`config.mk`:
```
export PLATFORM = sky130hd
export DESIGN_NAME = shared_pin_mux
export DESIGN_NICKNAME = d
export VERILOG_FILES = /design/src/rtl/pinmux_pkg.sv /design/src/rtl/pin_sync.sv /design/src/rtl/pin_arbiter.sv /design/src/rtl/pin_pull_ctl.sv /design/src/rtl/pin_slice.sv /design/src/rtl/shared_pin_mux.sv
export SDC_FILE = /design/constraint.sdc
export NUM_CORES = 1
export LEC_CHECK = 0
export ABC_AREA = 0
export BUFFER_PORTS_ARGS = -buffer_cell sky130_fd_sc_hd__buf_2
export CELL_PAD_IN_SITES_DETAIL_PLACEMENT = 1
export CELL_PAD_IN_SITES_GLOBAL_PLACEMENT = 2
export CORE_ASPECT_RATIO = 2
export CORE_MARGIN = 2
export CORE_UTILIZATION = 22
export DETAILED_ROUTE_END_ITERATION = 16
export GPL_TIMING_DRIVEN = 0
export PLACE_DENSITY_LB_ADDON = 0.25
export SETUP_SLACK_MARGIN = 0.15
export SLEW_MARGIN = 20
export SYNTH_ARGS = -nofsm -noshare
export SYNTH_HDL_FRONTEND = slang
export SYNTH_HIERARCHICAL = 1
export SYNTH_SLANG_ARGS = --single-unit
```
`constraint.sdc`:
```
create_clock -name clk -period 4.5 [get_ports clk]
set_clock_uncertainty 0.15 [all_clocks]
set_input_delay 0.9 -clock clk [delete_from_list [all_inputs] [get_ports clk]]
set_output_delay 0.9 -clock clk [all_outputs]
set_load 0.1 [all_outputs]
```
`src/rtl/pinmux_pkg.sv`:
```
package pinmux_pkg;

   typedef enum logic [1:0] {
      PULL_OFF  = 2'd0,
      PULL_UP   = 2'd1,
      PULL_DOWN = 2'd2
   } pull_mode_e;

   function automatic int owner_width(input int num_src);
      return (num_src < 1) ? 1 : $clog2(num_src + 1);
   endfunction

endpackage

```
`src/rtl/pin_sync.sv`:
```
module pin_sync #(
   parameter int WIDTH  = 4,
   parameter int STAGES = 2
) (
   input  logic             clk,
   input  logic             rst_n,
   input  logic [WIDTH-1:0] d,
   output logic [WIDTH-1:0] q
);
   logic [WIDTH-1:0] chain [STAGES];

   generate
      for (genvar st = 0; st < STAGES; st++) begin : g_stage
         if (st == 0) begin : g_first
            always_ff @(posedge clk or negedge rst_n) begin
               if (!rst_n) chain[0] <= '0;
               else        chain[0] <= d;
            end
         end else begin : g_next
            always_ff @(posedge clk or negedge rst_n) begin
               if (!rst_n) chain[st] <= '0;
               else        chain[st] <= chain[st-1];
            end
         end
      end
   endgenerate

   assign q = chain[STAGES-1];
endmodule

```
`src/rtl/pin_arbiter.sv`:
```
module pin_arbiter #(
   parameter int NUM_SRC = 3,
   parameter int OWN_W   = pinmux_pkg::owner_width(NUM_SRC)
) (
   input  logic               clk,
   input  logic               rst_n,
   input  logic [NUM_SRC-1:0] src_en,
   output logic [OWN_W-1:0]   owner
);
   always_comb begin
      owner = '0;
      for (int s = 0; s < NUM_SRC; s++) begin
         if (src_en[s]) owner = OWN_W'(s + 1);
      end
   end

   assert_owner_valid_R1: assert property (@(posedge clk) disable iff (!rst_n)
      (owner == '0) == (src_en == '0));
endmodule

```
`src/rtl/pin_pull_ctl.sv`:
```
module pin_pull_ctl (
   input  logic clk,
   input  logic rst_n,
   input  logic pull_en,
   input  logic drive_on,
   input  logic kbd_owned,
   input  logic kbd_rise,
   output logic pu,
   output logic pd
);
   import pinmux_pkg::*;

   pull_mode_e mode;

   always_comb begin
      if (!pull_en || drive_on)       mode = PULL_OFF;
      else if (kbd_owned && kbd_rise) mode = PULL_DOWN;
      else                            mode = PULL_UP;
   end

   assign pu = (mode == PULL_UP);
   assign pd = (mode == PULL_DOWN);

   assert_pull_excl_R7: assert property (@(posedge clk) disable iff (!rst_n)
      !(pu && pd));
endmodule

```
`src/rtl/pin_slice.sv`:
```
module pin_slice #(
   parameter int NUM_SRC     = 3,
   parameter int KBD_SRC     = 1,
   parameter bit KBD_CAPABLE = 1'b1,
   parameter int OWN_W       = pinmux_pkg::owner_width(NUM_SRC)
) (
   input  logic               clk,
   input  logic               rst_n,
   input  logic               port_data,
   input  logic               port_dir,
   input  logic               port_pull_en,
   input  logic [NUM_SRC-1:0] src_en,
   input  logic [NUM_SRC-1:0] src_oe,
   input  logic [NUM_SRC-1:0] src_out,
   input  logic               kbd_rise,
   input  logic               sync_in,
   output logic               pad_oe,
   output logic               pad_out,
   output logic               pad_pu,
   output logic               pad_pd,
   output logic               port_read,
   output logic               own_change
);
   logic [OWN_W-1:0] owner;
   logic [OWN_W-1:0] owner_q;
   logic             kbd_owned;

   pin_arbiter #(.NUM_SRC(NUM_SRC), .OWN_W(OWN_W)) u_arb (
      .clk    (clk),
      .rst_n  (rst_n),
      .src_en (src_en),
      .owner  (owner)
   );

   always_comb begin
      pad_oe  = port_dir;
      pad_out = port_data;
      for (int s = 0; s < NUM_SRC; s++) begin
         if (owner == OWN_W'(s + 1)) begin
            pad_oe  = src_oe[s];
            pad_out = src_out[s];
         end
      end
   end

   assign port_read = port_dir ? port_data : sync_in;

   generate
      if (KBD_CAPABLE) begin : g_kbd
         assign kbd_owned = (owner == OWN_W'(KBD_SRC + 1));
      end else begin : g_plain
         assign kbd_owned = 1'b0;
      end
   endgenerate

   pin_pull_ctl u_pull (
      .clk       (clk),
      .rst_n     (rst_n),
      .pull_en   (port_pull_en),
      .drive_on  (pad_oe),
      .kbd_owned (kbd_owned),
      .kbd_rise  (kbd_rise),
      .pu        (pad_pu),
      .pd        (pad_pd)
   );

   always_ff @(posedge clk or negedge rst_n) begin
      if (!rst_n) owner_q <= '0;
      else        owner_q <= owner;
   end

   assign own_change = (owner != owner_q);

   assert_pull_off_R7: assert property (@(posedge clk) disable iff (!rst_n)
      pad_oe |-> (!pad_pu && !pad_pd));

   assert_pd_cond_R6: assert property (@(posedge clk) disable iff (!rst_n)
      pad_pd |-> (kbd_owned && kbd_rise && port_pull_en));

   assert_strobe_once_R8: assert property (@(posedge clk) disable iff (!rst_n)
      own_change |=> (!own_change || !$stable(src_en)));
endmodule

```
`src/rtl/shared_pin_mux.sv`:
```
module shared_pin_mux #(
   parameter int              NUM_PINS     = 4,
   parameter int              NUM_SRC      = 3,
   parameter int              KBD_SRC      = 1,
   parameter logic [NUM_PINS-1:0] KBD_PIN_MASK = 4'b0011,
   parameter int              SYNC_STAGES  = 2
) (
   input  logic                         clk,
   input  logic                         rst_n,
   input  logic [NUM_PINS-1:0]          port_data,
   input  logic [NUM_PINS-1:0]          port_dir,
   input  logic [NUM_PINS-1:0]          port_pull_en,
   input  logic [NUM_PINS*NUM_SRC-1:0]  periph_en,
   input  logic [NUM_PINS*NUM_SRC-1:0]  periph_oe,
   input  logic [NUM_PINS*NUM_SRC-1:0]  periph_out,
   input  logic [NUM_PINS-1:0]          kbd_rise,
   input  logic [NUM_PINS-1:0]          pad_in,
   output logic [NUM_PINS-1:0]          pad_oe,
   output logic [NUM_PINS-1:0]          pad_out,
   output logic [NUM_PINS-1:0]          pad_pu,
   output logic [NUM_PINS-1:0]          pad_pd,
   output logic [NUM_PINS-1:0]          port_read,
   output logic [NUM_PINS-1:0]          periph_in,
   output logic [NUM_PINS-1:0]          own_change
);
   localparam int OWN_W = pinmux_pkg::owner_width(NUM_SRC);

   generate
      if (NUM_PINS < 1) begin : g_bad_pins
         $error("NUM_PINS must be at least 1");
      end
      if (NUM_SRC < 1) begin : g_bad_src
         $error("NUM_SRC must be at least 1");
      end
      if (KBD_SRC < 0 || KBD_SRC >= NUM_SRC) begin : g_bad_kbd
         $error("KBD_SRC must index an existing source");
      end
      if (SYNC_STAGES < 2) begin : g_bad_sync
         $error("SYNC_STAGES must be at least 2");
      end
   endgenerate

   logic [NUM_PINS-1:0] sync_lvl;

   pin_sync #(.WIDTH(NUM_PINS), .STAGES(SYNC_STAGES)) u_sync (
      .clk   (clk),
      .rst_n (rst_n),
      .d     (pad_in),
      .q     (sync_lvl)
   );

   assign periph_in = sync_lvl;

   generate
      for (genvar p = 0; p < NUM_PINS; p++) begin : g_pin
         pin_slice #(
            .NUM_SRC     (NUM_SRC),
            .KBD_SRC     (KBD_SRC),
            .KBD_CAPABLE (KBD_PIN_MASK[p]),
            .OWN_W       (OWN_W)
         ) u_slice (
            .clk          (clk),
            .rst_n        (rst_n),
            .port_data    (port_data[p]),
            .port_dir     (port_dir[p]),
            .port_pull_en (port_pull_en[p]),
            .src_en       (periph_en[p*NUM_SRC +: NUM_SRC]),
            .src_oe       (periph_oe[p*NUM_SRC +: NUM_SRC]),
            .src_out      (periph_out[p*NUM_SRC +: NUM_SRC]),
            .kbd_rise     (kbd_rise[p]),
            .sync_in      (sync_lvl[p]),
            .pad_oe       (pad_oe[p]),
            .pad_out      (pad_out[p]),
            .pad_pu       (pad_pu[p]),
            .pad_pd       (pad_pd[p]),
            .port_read    (port_read[p]),
            .own_change   (own_change[p])
         );
      end
   endgenerate

   assert_reset_quiet_R9: assert property (@(posedge clk) disable iff (!rst_n)
      $rose(rst_n) |-> (periph_in == '0));
endmodule

```
After elaboration in Yosys (flattened, before gate mapping)
Cells that the tools add are included.
- reductions and logical operators: 10
- eq/ne operators: 24
- multiplexer cells: 46
- operator list (cell ; count):
    1-bit 2-to-1 mux ; 34
    2-bit == test (second input constant) ; 12
    2-bit 2-to-1 mux ; 12
    2-bit by 1-bit == test with 1-bit output (second input constant) ; 8
    2-bit inequality test ; 4
    1-bit zero test ; 4
    1-bit logical OR ; 4
    1-bit logical AND ; 2
- logic and storage cells: 86
- output and inout bits: 28
- register bits: 16
- input bits: 58

Logic depth before layout (Yosys ltp)
- depth in word-level cells: 10
- gate-level depth with buffers: 5
- mapped depth without buffers: 5

Modules after synthesis
The synthesis kept the hierarchy.
- by module, submodules not included (module ; area each (um2) ; cells an instance ; instances):
    pin_slice at g_pin[0].u_slice ... ; 141.4 ; 9 ; 2
    pin_slice at g_pin[2].u_slice ... ; 138.9 ; 9 ; 2
    pin_sync ; 230.2 ; 12 ; 1
    pin_pull_ctl ; 30.0 ; 4 ; 4
    pin_arbiter ; 17.5 ; 3 ; 4

Worst setup path before layout
Ideal clock, no wire load.
- path type: input-to-output
- start: input periph_en[1]
- end: output pad_pd[0]
- arrival: 3.670 ns
- buffers on the path: 0
- required time: 3.450 ns
- cell stages on the path: 4
- slack: -0.220 ns
- path through: or2_1 mux4_1 nand2b_4 nor2_1
- word-level cells in the longest chain between the ends: 9
- ends and longest elaborated chain (what ; RTL line ; source):
    from (decl) ; shared_pin_mux.sv:13 ; input logic [NUM_PINS*NUM_SRC-1:0] periph_en,
    2-bit 2-to-1 mux (*) (2 in series) ; pin_arbiter.sv:13 ; if (src_en[s]) owner = OWN_W'(s + 1);
    2-bit by 1-bit == test with 1-bit output ; pin_slice.sv:39 ; if (owner == OWN_W'(s + 1)) begin
    1-bit 2-to-1 mux (2 in series) ; pin_slice.sv:39 ;
    1-bit 2-to-1 mux (*) ; pin_slice.sv:39 ;
    via pad_oe[0] ; shared_pin_mux.sv:18 ; output logic [NUM_PINS-1:0] pad_oe,
    1-bit logical OR (*) ; pin_pull_ctl.sv:16 ; if (!pull_en || drive_on) mode = PULL_OFF;
    2-bit 2-to-1 mux (*) ; pin_pull_ctl.sv:16 ;
    2-bit == test (*) ; pin_pull_ctl.sv:22 ; assign pd = (mode == PULL_DOWN);
    to (decl) ; shared_pin_mux.sv:21 ; output logic [NUM_PINS-1:0] pad_pd,
The timed path passes the listed nets; every way through them passes the cells marked *.

Final worst setup path
- start: input periph_en[4]
- end: output pad_pu[1]
- word-level cells in the longest chain between the ends: 9
- ends and longest elaborated chain (what ; RTL line ; source):
    2-bit 2-to-1 mux (*) (2 in series) ; pin_arbiter.sv:13 ;
    via g_pin[1].u_slice.owner[1] ; pin_slice.sv:24 ; logic [OWN_W-1:0] owner;
    2-bit by 1-bit == test with 1-bit output ; pin_slice.sv:39 ;
    1-bit 2-to-1 mux (3 in series) ; pin_slice.sv:39 ;
    1-bit logical OR ; pin_pull_ctl.sv:16 ;
    2-bit 2-to-1 mux (*) ; pin_pull_ctl.sv:16 ;
    2-bit by 1-bit == test with 1-bit output (*) ; pin_pull_ctl.sv:21 ; assign pu = (mode == PULL_UP);
    to (decl) ; shared_pin_mux.sv:20 ; output logic [NUM_PINS-1:0] pad_pu,
Marks and branches as above.

==> impl_metrics.tcl <==
set metrics [dict create \
    cts_setup_buffers 0 \
    vdd_drop_max_mv 0.209 \
    cts_max_level 1 \
    timing.setup.tns_ps 0 \
    hold_viol 0 \
    grt_pass1_vias 1046 \
    num_vias 920 \
    first_pass_iters 2 \
    slowest_delay_ps 500 \
    cp_data_required_time_ps 3450 \
    io_pins 86 \
    grt_use_total_pct 11.2 \
    initial_core_util_pct 22.8 \
    routed_wl_mm 2.74 \
    tightest_slew_ps 1740 \
    critPathBufInv 2 \
    max_freq_ghz 0.281 \
    avgSynthCellArea_sq_um 12.9 \
    cap_violations 0 \
    powerDensity_mw_per_mm2 351 \
    drive_gt1_share_pct 63.6 \
    clk_pin_slew_worst_paths_ps 60 \
    drc 0 \
    leakage_nw 0.816 \
    overflow 0 \
    die_area_sq_mm 0.00504 \
    post-place-ws_ps 927 \
    layout_setup_ws_ps 938 \
    drt_iter0_drc 8 \
    syn_inst 76 \
    violations "slew limit" \
    critPathArrivalTime_ps 2510 \
    cp_common_cell "buf_2" \
    io_buffers 83 \
    areaGrowthSynthToFinish_pct 56.1 \
    die_x_um 51.2 \
    rsz0062_at_grt "no" \
    netlist_area_sq_um 981 \
    worstSetupPathType "input port to output port" \
    clk_latency_ps 240 \
    cts_num_sinks 16 \
    cp_max_fo 5 \
    setup_viol 0 \
    via_per_inst 4.20 \
    cts_root_buffer "clkbuf_8" \
    startpoint_type "input port" \
    antenna_found_initial 0 \
    die_h_um 98.4 \
    seq_area_frac_synth_pct 40.8 \
    num_rows 34 \
    tritoncts "yes" \
    coreArea_sq_mm 0.00430 \
    slowest_stage "mux4_1" \
    fin_crit_ps 3560 \
    worst_setup_path_end_kind "output port" \
    crit_chain "buf_2 -> or2_1 -> mux4_1 -> nand2b_4 -> a21oi_2 -> buf_2" \
    grt_max_degree 17 \
    synth_cell_types 14 \
    period_share_pct 79.2 \
    clockBufferDepth 2 \
    grt_pass1_wl_mm 4.43 \
    cp_top_family "buffers and inverters" \
    drv_slew 2 \
    n_fill_cell 530 \
    fin_nets 224 \
    status "finished, violations left" \
    slew-limit-headroom_pct -16.6 \
    wl_per_cell_um 12.5 \
    dp_hpwl_mm 2.48 \
    diodes 0 \
    cts_hold_buffers 0 \
    ant_nets 0 \
    hold_class "flop to flop" \
    place_congestion 0.721 \
    synth_seq_cells 16 \
    yosys_warnings 6 \
    ctsResizeCount 0 \
    numCtsBuffers 3 \
]
[kinds of logic after synthesis]
group	after synthesis	synth area share [%]
AND/OR/NAND/NOR	22	14.0
flip-flops	16	40.8
multiplexers	12	26.0
AO/OA/AOI/OAI	8	6.63
XOR/XNOR	8	7.14
buffers and inverters	8	4.59
other	2	0.766
[per-stage QoR]
stage / util [%] / instances / cell area, sq um / hold WS, ps / total power, mW
global placement: 34.4 / 215 / 1480 / 185 / 0.417
finish: 35.6 / 219 / 1530 / 198 / 0.538
detailed placement: 34.4 / 215 / 1480 / 186 / 0.420
floorplan: - / 78 / 993 / 181 / 0.365
global route: 35.6 / 219 / 1530 / 210 / 0.562
CTS: 35.6 / 219 / 1530 / 201 / 0.546
[worst paths after layout]
path	to	cells past startpoint	slack, ps	startpoint
setup reg to reg	u_sync/q[3]	0	3880	u_sync/chain[7]
min in group asynchronous	u_sync/chain[4]	1	410	rst_n
setup / recovery	pad_pu[1]	6	940	periph_en[4]
max in group asynchronous	u_sync/chain[7]	1	3530	rst_n
hold reg to reg	u_sync/q[2]	0	200	u_sync/chain[6]
hold / removal	u_sync/q[2]	0	200	u_sync/chain[6]
[where the power goes]
group / total (mW) / internal [mW] / switching, mW
registers: 0.154 / 0.152 / 0.00272
clock network: 0.123 / 0.0774 / 0.0459
logic: 0.261 / 0.0627 / 0.198
[layout make-up]
type	count	area (sq um)	area share [%]
multi-input cells	54	548	35.8
flip-flops and latches	16	400	26.1
inverters	4	15.0	0.980
plain buffers	4	30.0	1.96
clock buffers	4	55.1	3.59
repair buffers	83	415	27.1
well taps	54	67.6	4.41
[placed cells by master (no fill, tap or decap)]
master and count:
nand2b_4 4, a21oi_2 4, a21o_1 4, nand2_1 8, conb_1 4, nor2b_1 2
mux4_1 8, buf_2 83, nor2_1 2, nor2_2 2, xnor2_1 8, buf_4 4
inv_1 4, clkbuf_8 4, mux2_2 4, or2_1 4, dfrtp_1 16
[flip-flops by register name, summed over array words and instances, names as in the netlist]
| name | flops |
|---|---|
| g_pin.u_slice/owner_q | 8 |
| u_sync/q | 4 |
| u_sync/chain | 4 |
[cells in the mapped netlist]
cell      number  share of area [%]
a21o_1         4                3.1
dfrtp_1       16                 41
xnor2_1        8                7.1
nor2_1         4                1.5
nand2_1        8                3.1
conb_1         2               0.77
mux4_1         8                 21
nand2b_4       4                5.6
or2_1          4                2.6
mux2_2         4                4.6
a21oi_2        4                3.6
inv_1          4                1.5
buf_4          4                3.1
nor2b_1        2                1.3
[routing by layer]
layer | track usage (%) | up-vias | routed length (um) | part of all wire (%)
li1 | - | 440 | - | -
met1 | 9.09 | 430 | 765 | 28
met2 | 23.4 | 42 | 1720 | 63
met3 | 2.73 | 8 | 196 | 7.1
met4 | 4.45 | 0 | 64 | 2.3
met5 | 0 | - | 0 | 0
No activity file was read; power rests on OpenSTA's default activity.
